## src/rtl/quad_dac_pkg.sv

```systemverilog
package quad_dac_pkg;
  localparam int NCH    = 4;
  localparam int CODE_W = 16;
  localparam int SPAN_W = 4;
  localparam int CH_W   = $clog2(NCH);

  typedef enum logic [3:0] {
    OP_WR_SPAN       = 4'h2,
    OP_WR_CODE       = 4'h3,
    OP_UPD           = 4'h4,
    OP_UPD_ALL       = 4'h5,
    OP_WR_SPAN_UPD   = 4'h6,
    OP_WR_CODE_UPD   = 4'h7,
    OP_WR_SPAN_UPDA  = 4'h8,
    OP_WR_CODE_UPDA  = 4'h9,
    OP_RB_IN_SPAN    = 4'hA,
    OP_RB_IN_CODE    = 4'hB,
    OP_RB_ACT_SPAN   = 4'hC,
    OP_RB_ACT_CODE   = 4'hD
  } dac_op_e;

  typedef enum logic [1:0] {
    OFS_LO  = 2'd0,
    OFS_HI  = 2'd1,
    OFS_CMD = 2'd2,
    OFS_ST  = 2'd3
  } dac_ofs_e;
endpackage

```

## src/rtl/dac_cmd_decode.sv

```systemverilog
module dac_cmd_decode
  import quad_dac_pkg::*;
(
  input  logic            cmd_we_i,
  input  logic [7:0]      cmd_i,
  output logic [NCH-1:0]  wr_span_o,
  output logic [NCH-1:0]  wr_code_o,
  output logic [NCH-1:0]  upd_o,
  output logic            rb_en_o,
  output logic            rb_act_o,
  output logic            rb_code_o,
  output logic [CH_W-1:0] rb_ch_o
);
  logic [3:0]     op;
  logic [NCH-1:0] sel;

  assign op = cmd_i[7:4];
  // channel field sits in bits 2:1; low nibble of all ones means broadcast
  assign sel = (cmd_i[3:0] == 4'hF) ? {NCH{1'b1}} : NCH'(1) << cmd_i[2:1];
  assign rb_ch_o = cmd_i[2:1];

  always_comb begin
    wr_span_o = '0;
    wr_code_o = '0;
    upd_o     = '0;
    rb_en_o   = 1'b0;
    rb_act_o  = 1'b0;
    rb_code_o = 1'b0;
    if (cmd_we_i) begin
      case (op)
        OP_WR_SPAN:      wr_span_o = sel;
        OP_WR_CODE:      wr_code_o = sel;
        OP_UPD:          upd_o = sel;
        OP_UPD_ALL:      upd_o = '1;
        OP_WR_SPAN_UPD:  begin wr_span_o = sel; upd_o = sel; end
        OP_WR_CODE_UPD:  begin wr_code_o = sel; upd_o = sel; end
        OP_WR_SPAN_UPDA: begin wr_span_o = sel; upd_o = '1; end
        OP_WR_CODE_UPDA: begin wr_code_o = sel; upd_o = '1; end
        OP_RB_IN_SPAN:   rb_en_o = 1'b1;
        OP_RB_IN_CODE:   begin rb_en_o = 1'b1; rb_code_o = 1'b1; end
        OP_RB_ACT_SPAN:  begin rb_en_o = 1'b1; rb_act_o = 1'b1; end
        OP_RB_ACT_CODE:  begin rb_en_o = 1'b1; rb_act_o = 1'b1; rb_code_o = 1'b1; end
        default: ;
      endcase
    end
  end
endmodule

```

## src/rtl/dac_chan_regs.sv

```systemverilog
module dac_chan_regs
  import quad_dac_pkg::*;
(
  input  logic              clk_i,
  input  logic              rst_ni,
  input  logic              wr_span_i,
  input  logic              wr_code_i,
  input  logic              upd_i,
  input  logic [SPAN_W-1:0] span_d_i,
  input  logic [CODE_W-1:0] code_d_i,
  output logic [SPAN_W-1:0] in_span_o,
  output logic [CODE_W-1:0] in_code_o,
  output logic [SPAN_W-1:0] act_span_o,
  output logic [CODE_W-1:0] act_code_o
);
  always_ff @(posedge clk_i or negedge rst_ni) begin
    if (!rst_ni) begin
      in_span_o  <= '0;
      in_code_o  <= '0;
      act_span_o <= '0;
      act_code_o <= '0;
    end else begin
      if (wr_span_i) in_span_o <= span_d_i;
      if (wr_code_i) in_code_o <= code_d_i;
      if (upd_i) begin
        act_span_o <= wr_span_i ? span_d_i : in_span_o;
        act_code_o <= wr_code_i ? code_d_i : in_code_o;
      end
    end
  end
endmodule

```

## src/rtl/quad_dac_regs.sv

```systemverilog
module quad_dac_regs
  import quad_dac_pkg::*;
#(
  parameter int BUSY_CYCLES = 4
) (
  input  logic              clk_i,
  input  logic              rst_ni,
  input  logic              wr_en_i,
  input  logic [1:0]        wr_addr_i,
  input  logic [7:0]        wr_data_i,
  input  logic [1:0]        rd_addr_i,
  output logic [7:0]        rd_data_o,
  output logic              ready_o,
  output logic [NCH*CODE_W-1:0] code_o,
  output logic [NCH*SPAN_W-1:0] span_o
);
  localparam int BW = $clog2(BUSY_CYCLES + 1);

  logic [7:0]     lo_q, hi_q, cmd_q;
  logic [BW-1:0]  busy_q;
  logic           cmd_we;
  logic [NCH-1:0] wr_span, wr_code, upd;
  logic           rb_en, rb_act, rb_code;
  logic [CH_W-1:0] rb_ch;
  logic [SPAN_W-1:0] in_span  [NCH];
  logic [CODE_W-1:0] in_code  [NCH];
  logic [SPAN_W-1:0] act_span [NCH];
  logic [CODE_W-1:0] act_code [NCH];
  logic [CODE_W-1:0] rb_val;

  assign cmd_we = wr_en_i && (wr_addr_i == OFS_CMD);

  dac_cmd_decode u_dec (
    .cmd_we_i  (cmd_we),
    .cmd_i     (wr_data_i),
    .wr_span_o (wr_span),
    .wr_code_o (wr_code),
    .upd_o     (upd),
    .rb_en_o   (rb_en),
    .rb_act_o  (rb_act),
    .rb_code_o (rb_code),
    .rb_ch_o   (rb_ch)
  );

  for (genvar c = 0; c < NCH; c++) begin : g_ch
    dac_chan_regs u_ch (
      .clk_i      (clk_i),
      .rst_ni     (rst_ni),
      .wr_span_i  (wr_span[c]),
      .wr_code_i  (wr_code[c]),
      .upd_i      (upd[c]),
      .span_d_i   (lo_q[SPAN_W-1:0]),
      .code_d_i   ({hi_q, lo_q}),
      .in_span_o  (in_span[c]),
      .in_code_o  (in_code[c]),
      .act_span_o (act_span[c]),
      .act_code_o (act_code[c])
    );
    assign code_o[c*CODE_W +: CODE_W] = act_code[c];
    assign span_o[c*SPAN_W +: SPAN_W] = act_span[c];
  end

  always_comb begin
    case ({rb_act, rb_code})
      2'b00:   rb_val = CODE_W'(in_span[rb_ch]);
      2'b01:   rb_val = in_code[rb_ch];
      2'b10:   rb_val = CODE_W'(act_span[rb_ch]);
      default: rb_val = act_code[rb_ch];
    endcase
  end

  always_ff @(posedge clk_i or negedge rst_ni) begin
    if (!rst_ni) begin
      lo_q   <= '0;
      hi_q   <= '0;
      cmd_q  <= '0;
      busy_q <= '0;
    end else begin
      if (wr_en_i && wr_addr_i == OFS_LO) lo_q <= wr_data_i;
      if (wr_en_i && wr_addr_i == OFS_HI) hi_q <= wr_data_i;
      if (rb_en) begin
        lo_q <= rb_val[7:0];
        hi_q <= rb_val[15:8];
      end
      if (cmd_we) begin
        cmd_q  <= wr_data_i;
        busy_q <= BW'(BUSY_CYCLES);
      end else if (busy_q != '0) begin
        busy_q <= busy_q - 1'b1;
      end
    end
  end

  assign ready_o = (busy_q == '0);

  always_comb begin
    case (rd_addr_i)
      OFS_LO:  rd_data_o = lo_q;
      OFS_HI:  rd_data_o = hi_q;
      OFS_CMD: rd_data_o = cmd_q;
      default: rd_data_o = {ready_o, 7'b0};
    endcase
  end
endmodule

```

## config.mk

```make
export PLATFORM = sky130hd
export DESIGN_NAME = quad_dac_regs
export DESIGN_NICKNAME = d
export VERILOG_FILES = /design/src/rtl/quad_dac_pkg.sv /design/src/rtl/dac_cmd_decode.sv /design/src/rtl/dac_chan_regs.sv /design/src/rtl/quad_dac_regs.sv
export SDC_FILE = /design/constraint.sdc
export NUM_CORES = 1
export LEC_CHECK = 0
export ABC_AREA = 1
export ABC_CLOCK_PERIOD_IN_PS = 3210
export BUFFER_PORTS_ARGS = -buffer_cell sky130_fd_sc_hd__buf_2
export CORE_MARGIN = 2
export CORE_UTILIZATION = 43
export CTS_BUF_LIST = sky130_fd_sc_hd__clkbuf_4 sky130_fd_sc_hd__clkbuf_8 sky130_fd_sc_hd__clkbuf_16
export CTS_CLUSTER_SIZE = 20
export DETAILED_ROUTE_END_ITERATION = 8
export PLACE_DENSITY_LB_ADDON = 0.1
export SLEW_MARGIN = 20
export SYNTH_ARGS = -nofsm -noshare
export SYNTH_HDL_FRONTEND = slang
export SYNTH_SLANG_ARGS = --single-unit
```

## constraint.sdc

```tcl
create_clock -name clk_i -period 3.21 [get_ports clk_i]
set_input_delay 0.321 -clock clk_i [delete_from_list [all_inputs] [get_ports clk_i]]
set_output_delay 0.321 -clock clk_i [all_outputs]
set_load 0.01 [all_outputs]
```

**Yosys cells after proc, flatten, opt, wreduce, memory -nomap -nowiden**

Index checks and enable logic that the tools add are counted.

- $add $sub $neg: 1
- $mul: 0
- Div/mod/pow operators: 0
- $lt $le $gt $ge: 1
- Equality and inequality tests: 19
- Shifts and indexed selects: 1
- Muxes and demuxes: 41
- Bitwise operators: 1
- Reduce and logical (&&, ||, !) cells: 18

Operators by type and width:

| operator | count |
|---|---|
| $mux 16 | 8 |
| $bmux 16 s2 | 2 |
| $mux 4 | 14 |
| $pmux 16 s3 | 1 |
| $mux 8 | 4 |
| $eq 4x4->1 const B | 7 |
| $pmux 8 s3 | 1 |
| $bmux 4 s2 | 2 |
| $eq 4x3->1 const B | 4 |
| $reduce_or 3->1 | 4 |
| $eq 4x2->1 const B | 2 |
| $pmux 4 s2 | 1 |
| $eq 2x1->1 const B | 3 |
| $eq 2x2->1 const B | 3 |
| $logic_not 2->1 | 3 |
| $mux 1 | 6 |
| $mux 3 | 2 |
| $reduce_bool 2->1 | 3 |
| $reduce_or 2->1 | 2 |
| $reduce_or 4->1 | 1 |
| $shl 1x2->4 const A | 1 |
| $ge 3x3->1 const B | 1 |
| $logic_and 1x1->1 | 3 |
| $logic_not 3->1 | 1 |
| other kinds (3) | 3 |

- Bits in registers: 187
- Bits in latches: 0
- RAM bits: 0
- Memory bits (read-only): 0
- Bits of input ports: 15
- Output and inout bits: 89
- Word-level logic and storage cells: 102
- Memories: 0

**Logic depth before layout (Yosys ltp)**

Gate-level depths: netlist (run 1).

- Word-level depth: 7
- Mapped depth: 11
- Depth with buffers taken out: 11

**Hierarchy**

Synthesis (run 1) repeated with hierarchy kept, for this count alone.

- Cell total of the unflattened synthesis: 1456
- Area total of the unflattened synthesis: 10441.3 µm²

Modules (own cells, without submodules):

| module | instances | cells an instance | area each (µm²) | sequential area each (µm²) |
|---|---|---|---|---|
| dac_chan_regs | 4 | 210 | 1746.7 | 1001.0 |
| quad_dac_regs | 1 | 559 | 3170.5 | 675.6 |
| dac_cmd_decode | 1 | 57 | 284.0 | 0.0 |

**Worst setup path before layout (run 1)**

OpenSTA, ideal clock, no wires.

- Path kind: input port to flip-flop
- Start point: input wr_data_i[2]
- End point: register g_ch[0].u_ch.act_code_o[10]
- Library setup time: 0.117 ns
- Arrival time: 1.474 ns
- Required time: 3.093 ns
- Path slack: 1.619 ns
- Stages: 11
- Path buffers: 2
- Cell sequence: buf_2 > nand2_1 > inv_2 > nand3_2 > o21ai_2 > nand2_1 > a21oi_1 > inv_1 > buf_2 > nand2_1 > nand2_1

- Cells in the longest elaborated chain, start to end: 5
- Elaborated cells on any way between the ends: 8
- Classes of those cells: eq/ne (1); shift (1); mux (6)

RTL lines:

| element | RTL line | source |
|---|---|---|
| from (decl) | quad_dac_regs.sv:10 | `input logic [7:0] wr_data_i,` |
| $eq 4x4->1 / $shl 1x2->4 (equally long branches) | dac_cmd_decode.sv:19 | `assign sel = (cmd_i[3:0] == 4'hF) ? {NCH{1'b1}} : NCH'(1) << cmd_i[2:1];` |
| $mux 4 * | dac_cmd_decode.sv:19 |  |
| $mux 4 | dac_cmd_decode.sv:30 | `case (op)` |
| $mux 4 | dac_cmd_decode.sv:29 | `if (cmd_we_i) begin` |
| $mux 16 | dac_chan_regs.sv:27 | `act_code_o <= wr_code_i ? code_d_i : in_code_o;` |
| to (signal assigned) | dac_chan_regs.sv:27 |  |
| to (decl) | dac_chan_regs.sv:14 | `output logic [CODE_W-1:0] act_code_o` |

Every way passes the cells marked *; elsewhere a longest branch is shown, timed or not.
A chain may end at the register's enable or synchronous reset.

**Worst setup path in the final report (run 1)**

- Start point: register busy_q[0]
- End point: output rd_data_o[7]

- Cells in the longest elaborated chain, start to end: 2

RTL lines:

| element | RTL line | source |
|---|---|---|
| from (decl) | quad_dac_regs.sv:20 | `logic [BW-1:0] busy_q;` |
| from (signal assigned) | quad_dac_regs.sv:87 | `busy_q <= BW'(BUSY_CYCLES);` |
| from (signal assigned) | quad_dac_regs.sv:89 | `busy_q <= busy_q - 1'b1;` |
| $logic_not 3->1 | quad_dac_regs.sv:94 | `assign ready_o = (busy_q == '0);` |
| $pmux 8 s3 | quad_dac_regs.sv:97 | `case (rd_addr_i)` |
| to (decl) | quad_dac_regs.sv:12 | `output logic [7:0] rd_data_o,` |

Every way passes these cells.

==> run metrics, run 1 <==
CP Max Fanout=6; placer congestion estimate=0.8893; hold slack=-0.04354 ns; Cells after DPL=between 1000 and 1500; CTS H-Tree Depth=4; post-DP HPWL=around 19000 um; core area=around 20000 sq um; via count=between 7000 and 8000; Post-synth ARST share=100.0%; fraction of layout cells with a size suffix above 1=between 15 and 20%; Synth cell types=30; Leak=about 5.3 nW; die height=between 100 and 150 um; Design Area, Final=around 10000 sq um; Post-Route WL=roughly 28000 um; most used cell along the critical path=ha_1; WP data arrival=between 1.5 and 2 ns; CTS Root Cell=clkbuf_16; final number of setup-violating endpoints=0; placed inst area=approximately 9500 sq um; Main synth FF type=dfrtp_1; Synth Warn #=0; CTS Buffer Depth=2; post-route minimum period=between 1.5 and 2 ns; Top Usage Layer GRT=met2; status=finished with violations; Resized Gates After CTS=0; worst vdd rail ir drop=approximately 0.40 mV; number of post-CTS setup repair buffers=0; initial DRC count=about 570; critical path class=flop to output port; measured slew at the worst slew-check pin=0.9464 ns; antenna violations before repair=0; Area Growth Syn to Fin=15.06%; # diodes=0; Clock Pin Slew Worst Setup and Hold Paths=approximately 0.070 ns; violated checks=hold timing; clk_lat worst skew=~0.43 ns; Setup Total Neg Slack=0 ns; Cell Count, Final, Fillers Out=roughly 1500; CTS tree=done; CP required=2.89 ns; Critical-path top delay cell=dfrtp_1; highest clock rate=506.9 MHz; Starting Density=between 40% and 50%; most frequent cells in the layout=nand2_1, dfrtp_1, buf_2, o21ai_1, inv_1; Cell Rows=52; synthesized area=approximately 8700 sq um; total I/O pin count=~100; global-route wire length before repair=approximately 44000 um; DRC=0; clock skew=approximately 0.009 ns; Hold Violations, Final=21; Max Cap Viol=0; syn_nets=1113; Layout Nets=1201; Yosys reg bits=187; ANT nets after route=0; Crit. End Element=output port; Mapped Cells=1096; CTS Buf Count=17; routing usage on met1=36.52%; CP cell instances=inv_1 > ha_1 > ha_1 > nand3_1 > o2111ai_1 > buf_2; All-Layer GR Usage=a little over a quarter; Syn Area/Cell=7.982 sq um; critical path launch point type=flop; EDFF count, synth=0; Slew Viols, Final=0; Seq/Total Area, Yosys=53.49%; Hold Path Class=input port to asynchronous set/reset pin; fin crit share=between 60% and 70%; wire per inst=19.16 um; unrepaired setup endpoints after global routing=no; GRT overflow=0; die area=between 20000 and 25000 sq um; DR pass1 iterations=5; Post-CTS Hold Buffers=0; commonest non-fill, non-tap cell in the layout=nand2_1; global-route met3 utilization=between 3 and 4%; Chip Width=roughly 150 um; clk sinks=187; Worst slew margin=around 37%; met2 Use GR=about 45%; vias in the first global route=7589; PortBufs=around 100; largest net degree at the start of global routing=between 90 and 100; CP max stage delay=0.35 ns; DR vias/cell=5.275; PD cells=599.4 nW/um^2
-- power by group --
group	internal [W]	switching, W	leakage (nW)	total, W
sequential	0.00269	0.000243	2.49	0.00294
clock	0.00106	0.000914	0.266	0.00197
combinational	0.000392	0.000733	2.55	0.00113
-- stage by stage --
stage | util [%] | setup slack (ns) | total power (W)
after floorplan | - | 1.619 | 0.003607
after global placement | 47.36 | 0.9323 | 0.004094
after detailed placement | 47.36 | 0.8788 | 0.004109
after CTS | 50.07 | 1.218 | 0.006065
after global routing | 50.07 | 1.103 | 0.006356
final | 50.07 | 1.237 | 0.006034
-- cell type report --
| type | instances | area, sq um |
|---|---|---|
| Inverter | 58 | 217.7 |
| Clock inverter | 9 | 68.82 |
| Clock buffer | 22 | 475.5 |
| Multi-Input combinational cell | 799 | 3602 |
| Tap cell | 270 | 337.8 |
| Timing Repair Buffer | 121 | 684.4 |
| Fill cell | 1978 | 10040 |
| Sequential cell | 187 | 4679 |
-- worst max-delay path: cells and delay by family, from the launching register on --
kind	cells	cell delay (ns)
AOI/OAI and AO/OA	1	0.10
adders and majority gates	2	0.44
buffers and inverters	2	0.22
DFF	1	0.35
and+or+nand+nor	1	0.11
-- Yosys cell counts (all sizes together) (2+ instances only) --
master	instances	area share (%)
a22oi	24	2.1
nand4	8	0.57
o21ai	103	6.8
ha	2	0.29
dfrtp	187	53
clkbuf	11	0.47
a21oi	21	1.3
a31oi	13	0.93
nand3	38	2.8
nor2	31	1.5
nand2	539	23
o211ai	7	0.60
buf	41	2.5
o21bai	4	0.34
o22ai	7	0.50
inv	58	2.5
-- per-layer routing --
layer	vias up	routed length [um]
met5	-	0
met1	3736	12350
met3	48	1331
met2	244	13510
met4	0	903
li1	3705	-
-- registers in the layout (all words and copies together) (netlist names) --
signal                cells
g_ch.u_ch.act_code_o     64
g_ch.u_ch.in_code_o      64
g_ch.u_ch.act_span_o     16
g_ch.u_ch.in_span_o      16
cmd_q                     8
hi_q                      8
lo_q                      8
busy_q                    3
-- kinds of logic (layout without fill, tap and decap cells) --
kind of cell               after synthesis  after routing  synth area share (%)
and+or+nand+nor                        617            617                 28.18
buffers and inverters                  110            210                 5.435
adders and majority gates                2              2                0.2860
DFF                                    187            187                 53.49
AOI/OAI and AO/OA                      180            180                 12.61
-- path summary, 6_finish.rpt --
kind / startpoint / to / slack [ns] / cells past startpoint
max: busy_q[0] / rd_data_o[7] / 1.24 / 6
min: rst_ni / g_ch[3].u_ch.in_code_o[11] / -0.04 / 1
max reg2reg: busy_q[0] / busy_q[2] / 1.90 / 6
min reg2reg: cmd_q[0] / cmd_q[0] / 0.48 / 2
max in group asynchronous: rst_ni / g_ch[2].u_ch.act_code_o[7] / 2.50 / 2
min in group clk_i: wr_data_i[0] / cmd_q[0] / 0.19 / 3
Note: power is estimated with default switching activity, not from simulation.
==> run 2, diff against run 1 <==
Settings changed: ABC_AREA 1 to 0, ABC_CLOCK_PERIOD_IN_PS 3210 to 1740.
Clock period 3.21 ns to 1.74 ns, I/O delays scaled along.
==> run 2 against run 1 <==
  * The run ends with setup timing left
  * Sequential power up 96%
  * Clock skew about the same
  * Die area up 4.1%
  * Critical path depth down 1
  * Global-route usage up 2.4 points
  * Via count up 2.6%
  * First-iteration DRC count up 54%
  * Worst setup slack worse by 1.5 ns
  * Area after synthesis up 4.3%
  * Wire length up 13%
  * Combinational power rose to 2.8 times the previous value
  * Critical path type unchanged
  * Largest cell class unchanged
==> run metrics, run 2 <==
status=finished with violations; violated checks=setup timing; Slew Viols, Final=0; Worst slew margin=between 50 and 60%; # diodes=0; Critical-path top delay cell=mux4_2; Synth Warn #=0; DR pass1 iterations=6; unrepaired setup endpoints after global routing=yes; CTS Buf Count=17; All-Layer GR Usage=between 20% and 30%; Mapped Cells=827; core area=20890 sq um; CTS tree=done; CP Max Fanout=2; Synth cell types=42; die height=about 150 um; hold slack=approximately 0.046 ns; worst flop-to-flop path startpoint=g_ch[3].u_ch.act_code_o[14]; CTS Root Cell=clkbuf_16; largest registers=g_ch.u_ch.act_code_o x64, g_ch.u_ch.in_code_o x64; pre-CTS WS=-0.4391 ns; Post-Route WL=31680 um; Seq/Total Area, Yosys=around 51%; Yosys top cell by area=dfrtp_1; Max Cap Viol=0; top cell family by delay on the critical path=multiplexers; Clock Pin Slew Worst Setup and Hold Paths=about 0.07 ns; Reg2Reg Depth=3; antenna violations before repair=0; Hold Path Sink=cmd_q[3]; Yosys top cell area share=about half; CP bufs+invs=2; critical path launch point type=flop; fraction of layout cells with a size suffix above 1=approximately a third; CP cell instances=inv_2 > ha_4 > ha_4 > mux4_2 > buf_6; Cells after DPL=roughly 1200; ANT nets after route=0; wire per inst=25.11 um; synthesized area=between 9000 and 10000 sq um; critical path class=flop to output port; WP data arrival=roughly 1.8 ns; Leak=~5.4 nW; Final Util=a little over half; final setup margin=-0.2140 ns; synth cell count leaders=dfrtp_1, nand2_1, o21ai_0, nand3_1, a21oi_1; syn_nets=roughly 840; DRC=0; PortBufs=103; total I/O pin count=around 100; final number of setup-violating endpoints=1; Yosys reg bits=roughly 190; clk_lat worst skew=about 0.44 ns; CP required=around 1.6 ns; PD cells=between 1000 and 1500 nW/um^2; global-route wire length before repair=between 40000 and 50000 um; highest clock rate=roughly 510 MHz; placer congestion estimate=around 0.9; Layout Nets=between 900 and 1000; CP max stage delay=~0.47 ns; commonest non-fill, non-tap cell in the layout=dfrtp_1; most common cell in the synthesized netlist=dfrtp_1; Starting Density=between 40 and 50%; hold depth=3; most used cell along the critical path=ha_4; largest net degree at the start of global routing=55; EDFF count, synth=0; Cell Rows=53; FF-to-FF End=hi_q[6]; clock skew=roughly 0.0087 ns; via count=~7900; Main synth FF type=dfrtp_1; Hold Violations, Final=0; post-route minimum period=between 1.5 and 2 ns; Chip Width=~150 um; vias in the first global route=~8100; Hold Crit Start=wr_data_i[3]; CTS H-Tree Depth=4; measured slew at the worst slew-check pin=roughly 0.64 ns; fin crit share=112.3%; Crit path depth=5; Cell Count, Final, Fillers Out=between 1000 and 1500; initial DRC count=just under 900; Hold Path Class=input port to flop; worst vdd rail ir drop=roughly 0.60 mV; DR vias/cell=roughly 6.3; Post-synth ARST share=100.0%; post-DP HPWL=~22000 um; die area=approximately 22000 sq um; GRT overflow=0; Crit. End Element=output port; CTS Buffer Depth=2; most frequent cells in the layout=dfrtp_1, buf_2, buf_4, nand2_1, o21ai_0; synth top area cells=dfrtp_1, mux4_2, o21ai_0; fill count=1855; Area Growth Syn to Fin=25.20%; Syn Area/Cell=between 10 and 15 sq um; clk sinks=roughly 190; r2r setup slk=between 0.1 and 0.15 ns
[run 2: layer usage]
metal / routed length, um / vias up / global-route usage [%]
li1: - / 3413 / -
met1: 13680 / 4048 / 42.26
met2: 14810 / 413 / 45.46
met3: 2455 / 58 / 4.939
met4: 732 / 0 / 10.19
met5: 0 / - / 0
[run 2: report_power, final]
part | internal (W) | leakage, nW | total [W] | switching, W
Combinational | 0.00149 | 2.63 | 0.00321 | 0.00172
Clock | 0.00267 | 0.321 | 0.00447 | 0.00180
Sequential | 0.00512 | 2.43 | 0.00577 | 0.000646
Total | 0.00928 | 5.38 | 0.0135 | 0.00417
[run 2: per-stage QoR]
step,TNS (ns),total power (W),area [sq um]
after detailed placement,-39.78,0.008910,10670
after floorplan,-18.68,0.007399,9214
after global routing,-0.2618,0.01403,11420
after CTS,-0.2447,0.01341,11390
after global placement,-33.96,0.008809,10670
final,-0.2140,0.01345,11420
[run 2: cells by family (layout without fill, tap and decap cells)]
logic type      after synthesis  in the layout  synth area share [%]
compound gates              252            252                 16.94
simple gates                208            208                 10.99
flops                       187            187                 51.30
mux                          90             90                 16.47
buf+inv                      86            246                 3.827
fa+ha+maj                     2              2                0.2743
xor+xnor                      2              2                0.1921
[run 2: repair_timing]
item	in CTS	in global routing
hold buffers	1	0
endpoints found under the hold margin	48	0
pin swaps	1	3
buffers inserted	2	1
gates resized for setup	7	9
endpoints found under the setup margin	5	16
[run 2: final cells by class]
class                   count  area (sq um)  area share (%)
repair buffers            207          1474           12.91
multi-input cells         554          4223           36.98
clock inverters            12         209.0           1.830
clock buffers              20         460.4           4.032
flip-flops and latches    187          4683           41.01
well taps                 275         344.1           3.013
inverters                   7         26.28          0.2301
[run 2: tightest hold or removal path, delay by kind of cell]
family                 cells  cell delay, ns
and+or+nand+nor            2            0.12
buffers and inverters      1            0.15
[run 2: worst max-delay path by stage]
stage,endpoint,slack [ns],startpoint
2_1_floorplan,g_ch[3].u_ch.act_code_o[10],-0.52,wr_data_i[5]
3_3_place_gp,g_ch[3].u_ch.act_code_o[11],-0.40,wr_data_i[5]
3_5_place_dp,g_ch[3].u_ch.act_code_o[8],-0.44,wr_data_i[5]
4_1_cts,rd_data_o[7],-0.24,busy_q[0]
5_1_grt,rd_data_o[7],-0.26,busy_q[0]
6_report,rd_data_o[7],-0.21,busy_q[1]
==> run 3, diff against run 2 <==
--- a/constraint.sdc
+++ b/constraint.sdc
@@ -3,2 +3,2 @@
 set_output_delay 0.174 -clock clk_i [all_outputs]
-set_load 0.01 [all_outputs]
+set_load 0.005 [all_outputs]
==> run 3 against run 2 <==
  * The flow still finishes with violations (setup timing)
  * Utilization shrank 0.39 points
  * Sequential power is essentially flat
  * Sequential cell count is the same
  * First-iteration DRC count shrank 6.3%
  * Final area shrank 0.71%
  * Fmax shrank 0.26%
  * Combinational power shrank 7.2%
  * Worst setup slack lost 0.0050 ns
  * Count of clock-buffer cells in the layout grew 3
  * Clock power shrank 13%
  * Final cell count grew 0.24%
  * Critical path depth is the same
==> run metrics, run 3 (synthesis results as in run 2) <==
final setup margin=-0.2190 ns; PD cells=around 1100 nW/um^2; core area=20890 sq um; hold depth=3; placed inst area=between 10000 and 15000 sq um; vias in the first global route=8034; die height=149.6 um; critical path launch point type=flop; CP required=approximately 1.6 ns; worst vdd rail ir drop=slightly above 0.5 mV; ANT nets after route=0; Design Area, Final=11340 sq um; antenna violations before repair=0; largest net degree at the start of global routing=55; Area Growth Syn to Fin=24.31%; Clk pwr share=about 30%; Reg2Reg Depth=4; Max Cap Viol=0; fin crit share=112.6%; violated checks=setup timing; Post-Route WL=around 32000 um; DRC=0; # diodes=0; WP data arrival=approximately 1.8 ns; total I/O pin count=104; DR vias/cell=6.277; measured slew at the worst slew-check pin=~0.7 ns; PortBufs=a little over 100; Chip Width=149.6 um; Leak=about 5.4 nW; CTS Buffer Depth=2; r2r setup slk=0.14 ns; Crit. End Element=output port; final number of setup-violating endpoints=1; placer congestion estimate=~0.89; wire per inst=approximately 25 um; Cell Rows=between 50 and 60; clock skew=~0.0092 ns; clk sinks=between 150 and 200; Layout Nets=between 900 and 1000; initial DRC count=~820; global-route wire length before repair=48470 um; DR pass1 iterations=5; Sw Share=a little under a third; CTS tree=done; total power=approximately 0.013 W; Clock Pin Slew Worst Setup and Hold Paths=around 0.060 ns; All-Layer GR Usage=about 30%; post-route minimum period=1.959 ns; commonest non-fill, non-tap cell in the layout=dfrtp_1; CP Max Fanout=2; Cells after DPL=approximately 1200; highest clock rate=a little over 500 MHz; via count=between 7000 and 8000; Final Util=between 50% and 60%; CTS Buf Count=17; Cell Count, Final, Fillers Out=about 1300; post-DP HPWL=22390 um; CTS Root Cell=clkbuf_16; sequential power share=roughly 46%; Slew Viols, Final=0; Comb power frac=23.5%; unrepaired setup endpoints after global routing=yes; largest registers=g_ch.u_ch.act_code_o x64, g_ch.u_ch.in_code_o x64; Starting Density=roughly 44%; crit path launch=busy_q[1]; critical path class=flop to output port; Switch Pwr=around 0.004 W; fraction of layout cells with a size suffix above 1=between 30 and 40%; GRT overflow=0; status=finished with violations; clk_lat worst skew=0.44 ns; Hold Crit Start=wr_data_i[0]; Worst slew margin=53.04%; worst flop-to-flop path startpoint=g_ch[3].u_ch.act_span_o[1]; Hold Path Class=input port to flop; die area=around 22000 sq um; internal power=about 0.0088 W; Hold Violations, Final=0; hold slack=0.06134 ns; most frequent cells in the layout=dfrtp_1, buf_2, buf_4, nand2_1, o21ai_0; CTS H-Tree Depth=4
run 3: per-layer routing:
layer  share of wire (%)  vias up  GRT usage [%]
met5                   0        -              0
met4                 2.1        0          9.429
met3                 7.7       54          4.939
met2                  47      444          45.92
met1                  43     4035          41.65
li1                    -     3408              -
run 3: power by group through the flow:
stage               Clock (W)  Sequential, W  Combinational (W)
floorplan                   0        0.00568            0.00153
global placement            0        0.00580            0.00280
detailed placement          0        0.00585            0.00286
CTS                   0.00393        0.00578            0.00295
global route          0.00410        0.00587            0.00326
finish                0.00390        0.00578            0.00298
run 3: area by class of cell:
| class | instances | area (sq um) |
|---|---|---|
| flip-flops and latches | 187 | 4684 |
| fillers | 1827 | 9550 |
| well taps | 275 | 344.1 |
| clock buffers | 23 | 495.5 |
| multi-input cells | 554 | 4210 |
| clock inverters | 9 | 87.58 |
| repair buffers | 210 | 1490 |
| inverters | 7 | 26.28 |
run 3: through the flow:
| step | worst slack (ns) | TNS [ns] |
|---|---|---|
| 6_report | -0.2190 | -0.2190 |
| 5_1_grt | -0.2746 | -0.2746 |
| 4_1_cts | -0.2282 | -0.2282 |
| 3_5_place_dp | -0.4701 | -40.91 |
| 3_3_place_gp | -0.3983 | -33.31 |
| 2_1_floorplan | -0.5234 | -18.68 |
run 3: final timing paths:
kind                                              to
max                                     rd_data_o[7]
min                                         cmd_q[0]
max reg2reg                                  lo_q[1]
min reg2reg                                 cmd_q[5]
max in group asynchronous                    lo_q[2]
min in group asynchronous  g_ch[1].u_ch.in_code_o[6]
run 3: timing repair:
item	in CTS	in global routing
pin swaps	2	3
setup endpoints to repair	9	16
gates resized for setup	10	1
hold buffers	1	0
endpoints found under the hold margin	48	0
setup buffers	2	4
run 3: worst max-delay path: stages (launching register included):
cell	delay, ns
dfrtp_1	0.35
inv_1	0.05
ha_2	0.19
ha_4	0.17
mux4_2	0.46
buf_2	0.14
